==> src/rtl/sync_stall_pkg.sv <==
package sync_stall_pkg;
  localparam int unsigned DEF_LINE_CYCLES = 114;
  localparam int unsigned DEF_HBLANK      = 105;

  typedef enum logic [1:0] {
    ST_IDLE  = 2'd0,
    ST_GRACE = 2'd1,
    ST_WAIT  = 2'd2
  } stall_state_e;
endpackage

==> src/rtl/sync_addr_match.sv <==
module sync_addr_match #(
  parameter int unsigned        ADDR_W    = 16,
  parameter logic [ADDR_W-1:0]  SYNC_ADDR = '0
) (
  input  logic [ADDR_W-1:0] addr_i,
  input  logic              strobe_i,
  input  logic              we_i,
  output logic              hit_o
);
  assign hit_o = strobe_i & we_i & (addr_i == SYNC_ADDR);
endmodule

==> src/rtl/dma_halt_gen.sv <==
module dma_halt_gen #(
  parameter int unsigned NUM_SRC = 4
) (
  input  logic [NUM_SRC-1:0] req_i,
  output logic               halt_o
);
  logic [NUM_SRC:0] chain;
  assign chain[0] = 1'b0;
  for (genvar g = 0; g < NUM_SRC; g++) begin : g_or
    assign chain[g+1] = chain[g] | req_i[g];
  end
  assign halt_o = chain[NUM_SRC];
endmodule

==> src/rtl/sync_wait_fsm.sv <==
module sync_wait_fsm
  import sync_stall_pkg::*;
#(
  parameter int unsigned LC_W = 7,
  parameter int unsigned HB   = DEF_HBLANK
) (
  input  logic            clk_i,
  input  logic            rst_ni,
  input  logic            start_i,
  input  logic [LC_W-1:0] line_cycle_i,
  output logic            pending_o,
  output logic            rdy_o
);
  localparam logic [LC_W-1:0] HB_LC = LC_W'(HB);

  stall_state_e state_q, state_d;
  logic         at_blank;

  assign at_blank = (line_cycle_i == HB_LC);

  always_comb begin
    state_d = state_q;
    unique case (state_q)
      ST_IDLE:  if (start_i) state_d = ST_GRACE;
      ST_GRACE: state_d = ST_WAIT;  // grace is spent or lost, never extended
      ST_WAIT:  if (at_blank) state_d = ST_IDLE;
      default:  state_d = ST_IDLE;
    endcase
  end

  always_ff @(posedge clk_i or negedge rst_ni) begin
    if (!rst_ni) state_q <= ST_IDLE;
    else         state_q <= state_d;
  end

  assign pending_o = (state_q != ST_IDLE);
  assign rdy_o     = (state_q != ST_WAIT) | at_blank;
endmodule

==> src/rtl/scanline_sync_stall.sv <==
module scanline_sync_stall
  import sync_stall_pkg::*;
#(
  parameter int unsigned       LINE_CYCLES  = DEF_LINE_CYCLES,
  parameter int unsigned       HBLANK_CYCLE = DEF_HBLANK,
  parameter int unsigned       NUM_DMA      = 4,
  parameter int unsigned       ADDR_W       = 16,
  parameter logic [ADDR_W-1:0] SYNC_ADDR    = 16'h0C4A,
  localparam int unsigned      LC_W         = $clog2(LINE_CYCLES)
) (
  input  logic               clk_i,
  input  logic               rst_ni,
  input  logic [LC_W-1:0]    line_cycle_i,
  input  logic [NUM_DMA-1:0] dma_req_i,
  input  logic [ADDR_W-1:0]  cpu_addr_i,
  input  logic               cpu_strobe_i,
  input  logic               cpu_we_i,
  output logic               halt_o,
  output logic               rdy_o
);
  logic sync_hit, halt_w, pending_w, accept_w;

  sync_addr_match #(.ADDR_W(ADDR_W), .SYNC_ADDR(SYNC_ADDR)) i_match (
    .addr_i   (cpu_addr_i),
    .strobe_i (cpu_strobe_i),
    .we_i     (cpu_we_i),
    .hit_o    (sync_hit)
  );

  dma_halt_gen #(.NUM_SRC(NUM_DMA)) i_halt (
    .req_i  (dma_req_i),
    .halt_o (halt_w)
  );

  // a write completes only when the clock is not stopped; repeats while pending are dropped
  assign accept_w = sync_hit & ~halt_w & ~pending_w;

  sync_wait_fsm #(.LC_W(LC_W), .HB(HBLANK_CYCLE)) i_fsm (
    .clk_i        (clk_i),
    .rst_ni       (rst_ni),
    .start_i      (accept_w),
    .line_cycle_i (line_cycle_i),
    .pending_o    (pending_w),
    .rdy_o        (rdy_o)
  );

  assign halt_o = halt_w;
endmodule

==> config.mk <==
export PLATFORM = sky130hd
export DESIGN_NAME = scanline_sync_stall
export DESIGN_NICKNAME = d
export VERILOG_FILES = /design/src/rtl/sync_stall_pkg.sv /design/src/rtl/sync_addr_match.sv /design/src/rtl/dma_halt_gen.sv /design/src/rtl/sync_wait_fsm.sv /design/src/rtl/scanline_sync_stall.sv
export SDC_FILE = /design/constraint.sdc
export NUM_CORES = 1
export LEC_CHECK = 0
export BUFFER_PORTS_ARGS = -buffer_cell sky130_fd_sc_hd__buf_2
export CORE_AREA = 2 2 39 41
export DETAILED_ROUTE_END_ITERATION = 8
export DIE_AREA = 0 0 41 43
export HOLD_SLACK_MARGIN = 0.03
export PLACE_DENSITY = 0.5
export RECOVER_POWER = 25
export SYNTH_ARGS = -nofsm -noshare
export SYNTH_HDL_FRONTEND = slang
export SYNTH_SLANG_ARGS = --single-unit
==> constraint.sdc <==
create_clock -name clk_i -period 1.4 [get_ports clk_i]
set_input_delay 0.14 -clock clk_i [delete_from_list [all_inputs] [get_ports clk_i]]
set_output_delay 0.14 -clock clk_i [all_outputs]
set_load 0.005 [all_outputs]
==> impl_metrics.toml, run 1 <==
[floorplanning]
core-area_um2 = 1380
die_w_um = 41
dieArea_um2 = 1760
ioPinCount = 33
die_h_um = 43
rows = 14
start_util = 0.112

[global_route]
grt_pass1_vias = 256
grt_overflow_total = 0
grt_usage = 0.0742
grt_pass1_wl_um = 821
grt_max_degree = 4
antenna_found_initial = 0

[critical_path]
critPathCaptureType = "flop"
critPathMaxFanout = 3
worstSetupPathType = "flop to flop"
rrSetupSlack_ns = 0.28
r2r-end = "i_fsm.state_q[0]"
slowest_stage = "dfrtp_1"
critical_path_buf_inv_count = 0
cp.arrival_ns = 1.24
crit_chain = "nor4b_1, nand4_1, nor4_2"
cp.required_ns = 1.53
r2r_start = "i_fsm.state_q[1]"
reg2reg_depth = 3
crit_family = "simple AND/OR/NAND/NOR gates"
slowest_delay_ns = 0.38
worst_setup_path_start_kind = "flop"

[timing]
finClkSkew_ns = 0.000941
drv_slew = 0
hold_viol_final = 0
whs_ns = 0.174
setup_violations = 0
tns_ns = 0
post-route-period-util = 0.798
slew_headroom = 0.842
rsz0062_at_grt = "no"
fmax_mhz = 895
finalCriticalPeriod_ns = 1.12
tightestPinTransition_ns = 0.234

[pwr]
leakage_uw = 0.000183
ir_drop_mv = 0.212
power_density_nw_per_um2 = 700

[final_layout]
largest_reg_flops = 2
n_fill_cell = 161
fin_nets = 85
most-common-layout-cells = "31 x buf_2, 3 x clkbuf_4, 2 x nor2_1, 2 x nand4_1, 2 x dfrtp_1"
post-route-util = 0.265
area_growth_pct = 136
top_regs = "i_fsm.state_q: 2 flops"
fin_area_um2 = 367
top_register = "i_fsm.state_q"
drive_above_1_share = 0.692
diodes = 0
final_common_cell = "buf_2"

[cts]
clk_pin_slew_ns = 0.03
post_cts_resized = 0
clk_latency_ns = 0.22
cts_max_path_buffers = 2
root_buffer = "clkbuf_4"
numCtsBuffers = 3
cts.sinks = 2
htree_levels = 1
ctsHoldBuffers = 1
cts_tree = "built"
post_cts_buffers = 0

[worst_hold_path]
min_from = "cpu_addr_i[14]"
min_to = "i_fsm.state_q[0]"
hold_class = "input pin to flop"
min_path_cells = 3

[yosys]
syn_avg_cell_area_um2 = 9.70
synth.distinct_cells = 13
syn_area_um2 = 155
ys_ff_latch = 2
synth_nets = 47
synth-seq-area-share = 0.323
synthCells = 16
synth_warnings = 0

[routing]
met3_length_um = 95
wl_per_cell_um = 8.07
routed_wirelength_um = 549
dr.first_iter.drc_count = 0
wl_met1_um = 182
drc_errors = 0
dr.pass1.iters = 1
detail-route-antenna-nets = 0
vias = 273
highest_layer = "met3"
drt-vias-per-instance = 4.01
wl_met2_um = 271

[placed_design]
hpwl_um = 513
portBuffers = 32
post_dp_cell_area_um2 = 335
place_congestion = 0.613

[outcome]
status = "finished, final reports clean"

[job]
max-cap-violations = 0
[how the worst max path moves through the flow]
stage | start | to | slack (ns) | cells past startpoint
after CTS | i_fsm.state_q[1] | i_fsm.state_q[0] | 0.24 | 3
after global routing | i_fsm.state_q[1] | i_fsm.state_q[0] | 0.18 | 3
final | i_fsm.state_q[1] | i_fsm.state_q[0] | 0.28 | 3
after global placement | i_fsm.state_q[1] | i_fsm.state_q[0] | 0.28 | 3
after detailed placement | i_fsm.state_q[1] | i_fsm.state_q[0] | 0.25 | 3
after floorplan | i_fsm.state_q[1] | i_fsm.state_q[0] | 0.34 | 3
[power breakdown]
part           internal, µW  switching, µW
sequential             63.8           4.07
clock                  94.4           31.0
combinational          43.6           19.6
[area by class of cell]
cell class / instances / area (µm²) / area share
Multi-Input combinational cell: 13 / 101 / 0.276
Clock buffer: 3 / 22.5 / 0.0614
Timing Repair Buffer: 33 / 169 / 0.461
Inverter: 1 / 3.75 / 0.0102
Tap cell: 16 / 20.0 / 0.0546
Sequential cell: 2 / 50.0 / 0.137
[per-layer routing]
metal | global-route usage | up-vias
met1 | 0.0673 | 113
met4 | 0.0800 | 0
li1 | - | 140
met2 | 0.109 | 20
met5 | 0 | -
met3 | 0.0314 | 0
[worst reg2reg max path: cells and delay by family (launching register included)]
kind	cells	cell delay, ns
AND/OR/NAND/NOR	3	0.64
flip-flops	1	0.38
[per-stage QoR]
stage / power, µW / std cells / worst slack (ns)
2_1_floorplan: 82.9 / 16 / 0.339
5_1_grt: 281 / 68 / 0.181
3_3_place_gp: 130 / 64 / 0.283
3_5_place_dp: 132 / 64 / 0.246
6_report: 256 / 68 / 0.283
4_1_cts: 268 / 68 / 0.238
[Yosys cell counts]
cell type	n	area, µm²
dfrtp_1	2	50.1
nor4bb_1	1	10.0
nor4b_1	1	8.76
or4_4	1	11.3
nand4bb_1	1	11.3
nor4_2	1	12.5
nand3b_1	1	7.51
nand4_1	2	12.5
o211ai_1	1	7.51
nor2_1	2	7.51
o21ai_0	1	5.00
inv_1	1	3.75
or4_1	1	7.51
[logic make-up after synthesis]
group                  synth area share
AO/OA/AOI/OAI                    0.0806
AND/OR/NAND/NOR                   0.573
flip-flops                        0.323
buffers and inverters            0.0242
Power figures use the tool's default switching activity.
==> run 2, diff against run 1 <==
Clock period 1.4 ns to 1.1 ns, I/O delays scaled along.
==> run 2 against run 1 <==
Hold slack lost 0.030 ns. Combinational power is 47% higher. First-iteration DRC count is 3 higher. Register-to-register slack lost 0.21 ns. Clock-buffer cell count unchanged. Clock skew barely moved. Sequential power up 27%. Core utilization grew 0.99 points. Wire length rose by 2.7%. Critical path depth unchanged. Critical endpoint is now rdy_o.
==> impl_metrics.toml, run 2 (synthesis results as in run 1) <==
[cts]
numCtsBuffers = 3
cts_tree = "built"
cts.sinks = 2
htree_levels = 1
clk_latency_ns = 0.22
clk_pin_slew_ns = 0.03
root_buffer = "clkbuf_4"
post_cts_buffers = 0
cts_max_path_buffers = 2

[timing]
finClkSkew_ns = 0.00120
finalCriticalPeriod_ns = 1.07
tightestPinTransition_ns = 0.217
rsz0062_at_grt = "yes"
hold_viol_final = 0
post-route-period-util = 0.970
slew_headroom = 0.853
setup_violations = 0
fmax_mhz = 937
tns_ns = 0
drv_slew = 0
whs_ns = 0.144
worst_slack_ns = 0.0326

[final_layout]
largest_reg_flops = 2
n_fill_cell = 148
area_growth_pct = 145
top_register = "i_fsm.state_q"
final_common_cell = "buf_2"
final_cells = 69
drive_above_1_share = 0.717
fin_nets = 86
top_regs = "i_fsm.state_q: 2 flops"
most-common-layout-cells = "31 x buf_2, 3 x clkbuf_4, 2 x nor2_1, 2 x nand4_1, 2 x dfrtp_1"
fin_area_um2 = 380
diodes = 0

[routing]
vias = 282
drt-vias-per-instance = 4.09
dr.first_iter.drc_count = 3
detail-route-antenna-nets = 0
drc_errors = 0
dr.pass1.iters = 3
routed_wirelength_um = 564
wl_per_cell_um = 8.17

[floorplanning]
core-area_um2 = 1380
start_util = 0.112
dieArea_um2 = 1760
die_w_um = 41
rows = 14
die_h_um = 43
ioPinCount = 33

[job]
max-cap-violations = 0

[placed_design]
hpwl_um = 539
pre_cts_ws_ns = -0.0466
post_dp_cell_area_um2 = 343
portBuffers = 32
post-place-cells = 65
place_congestion = 0.606

[global_route]
antenna_found_initial = 0
grt_pass1_vias = 260
grt_usage = 0.0762
grt_pass1_wl_um = 862
grt_max_degree = 3
grt_overflow_total = 0

[worst_hold_path]
hold_class = "input pin to flop"

[outcome]
status = "finished, final reports clean"

[critical_path]
worst_setup_path_start_kind = "flop"
cp.arrival_ns = 0.96
cp.required_ns = 0.99
critPathCaptureType = "output pin"
worstSetupPathType = "flop to output pin"
critPathMaxFanout = 2

[pwr]
power_density_nw_per_um2 = 881
leakage_uw = 0.000189
ir_drop_mv = 0.399
-- run 2: cell types whose count changed in the layout (fill, tap and decap cells not counted) --
cell | before | now
buf_4 | 0 | 1
nor4b_1 | 1 | 0
nor4b_2 | 0 | 1
-- run 2: path summary, 6_finish.rpt --
path	startpoint	endpoint	slack, ns	depth (start not counted)
setup / recovery	i_fsm.state_q[1]	rdy_o	0.03	3
hold / removal	cpu_addr_i[14]	i_fsm.state_q[0]	0.14	3
setup reg to reg	i_fsm.state_q[1]	i_fsm.state_q[0]	0.07	3
hold reg to reg	i_fsm.state_q[0]	i_fsm.state_q[0]	0.57	3
max in group asynchronous	rst_ni	i_fsm.state_q[1]	0.74	2
min in group asynchronous	rst_ni	i_fsm.state_q[0]	0.22	2
-- run 2: timing repair --
item                                   CTS  global route
pin swaps                                4             2
hold buffers                             1             0
resized for setup                        1             0
endpoints found under the hold margin    2             0
setup endpoints to repair                1             2
cloned                                   0             0
-- run 2: per-layer routing --
layer	share of wire	up-vias	track usage
met5	0	-	0
met4	0	0	0.0800
met3	0.13	0	0.0157
met2	0.53	20	0.119
met1	0.34	121	0.0737
li1	-	141	-
-- run 2: area by class of cell --
class | count | area, µm² | area share
Clock buffer | 3 | 22.5 | 0.0592
Sequential cell | 2 | 50.0 | 0.132
Tap cell | 16 | 20.0 | 0.0526
Multi-Input combinational cell | 13 | 108 | 0.283
Inverter | 1 | 3.75 | 0.00987
Timing Repair Buffer | 34 | 176 | 0.464
-- run 2: critical path, stage by stage (launching register included) --
cell and delay, ns:
dfrtp_1 0.37, buf_4 0.14, o211ai_1 0.08, buf_2 0.15
-- run 2: where the power goes --
group,switching [µW],leakage [µW],internal (µW)
clock,36.5,0.0000138,120
combinational,29.2,0.000150,63.8
sequential,4.59,0.0000246,81.2
total,70.3,0.000189,265
-- run 2: metrics by stage --
step / power, µW / utilization
floorplan: 106 / -
global placement: 176 / 0.248
detailed placement: 178 / 0.248
CTS: 349 / 0.276
global route: 358 / 0.275
finish: 335 / 0.275
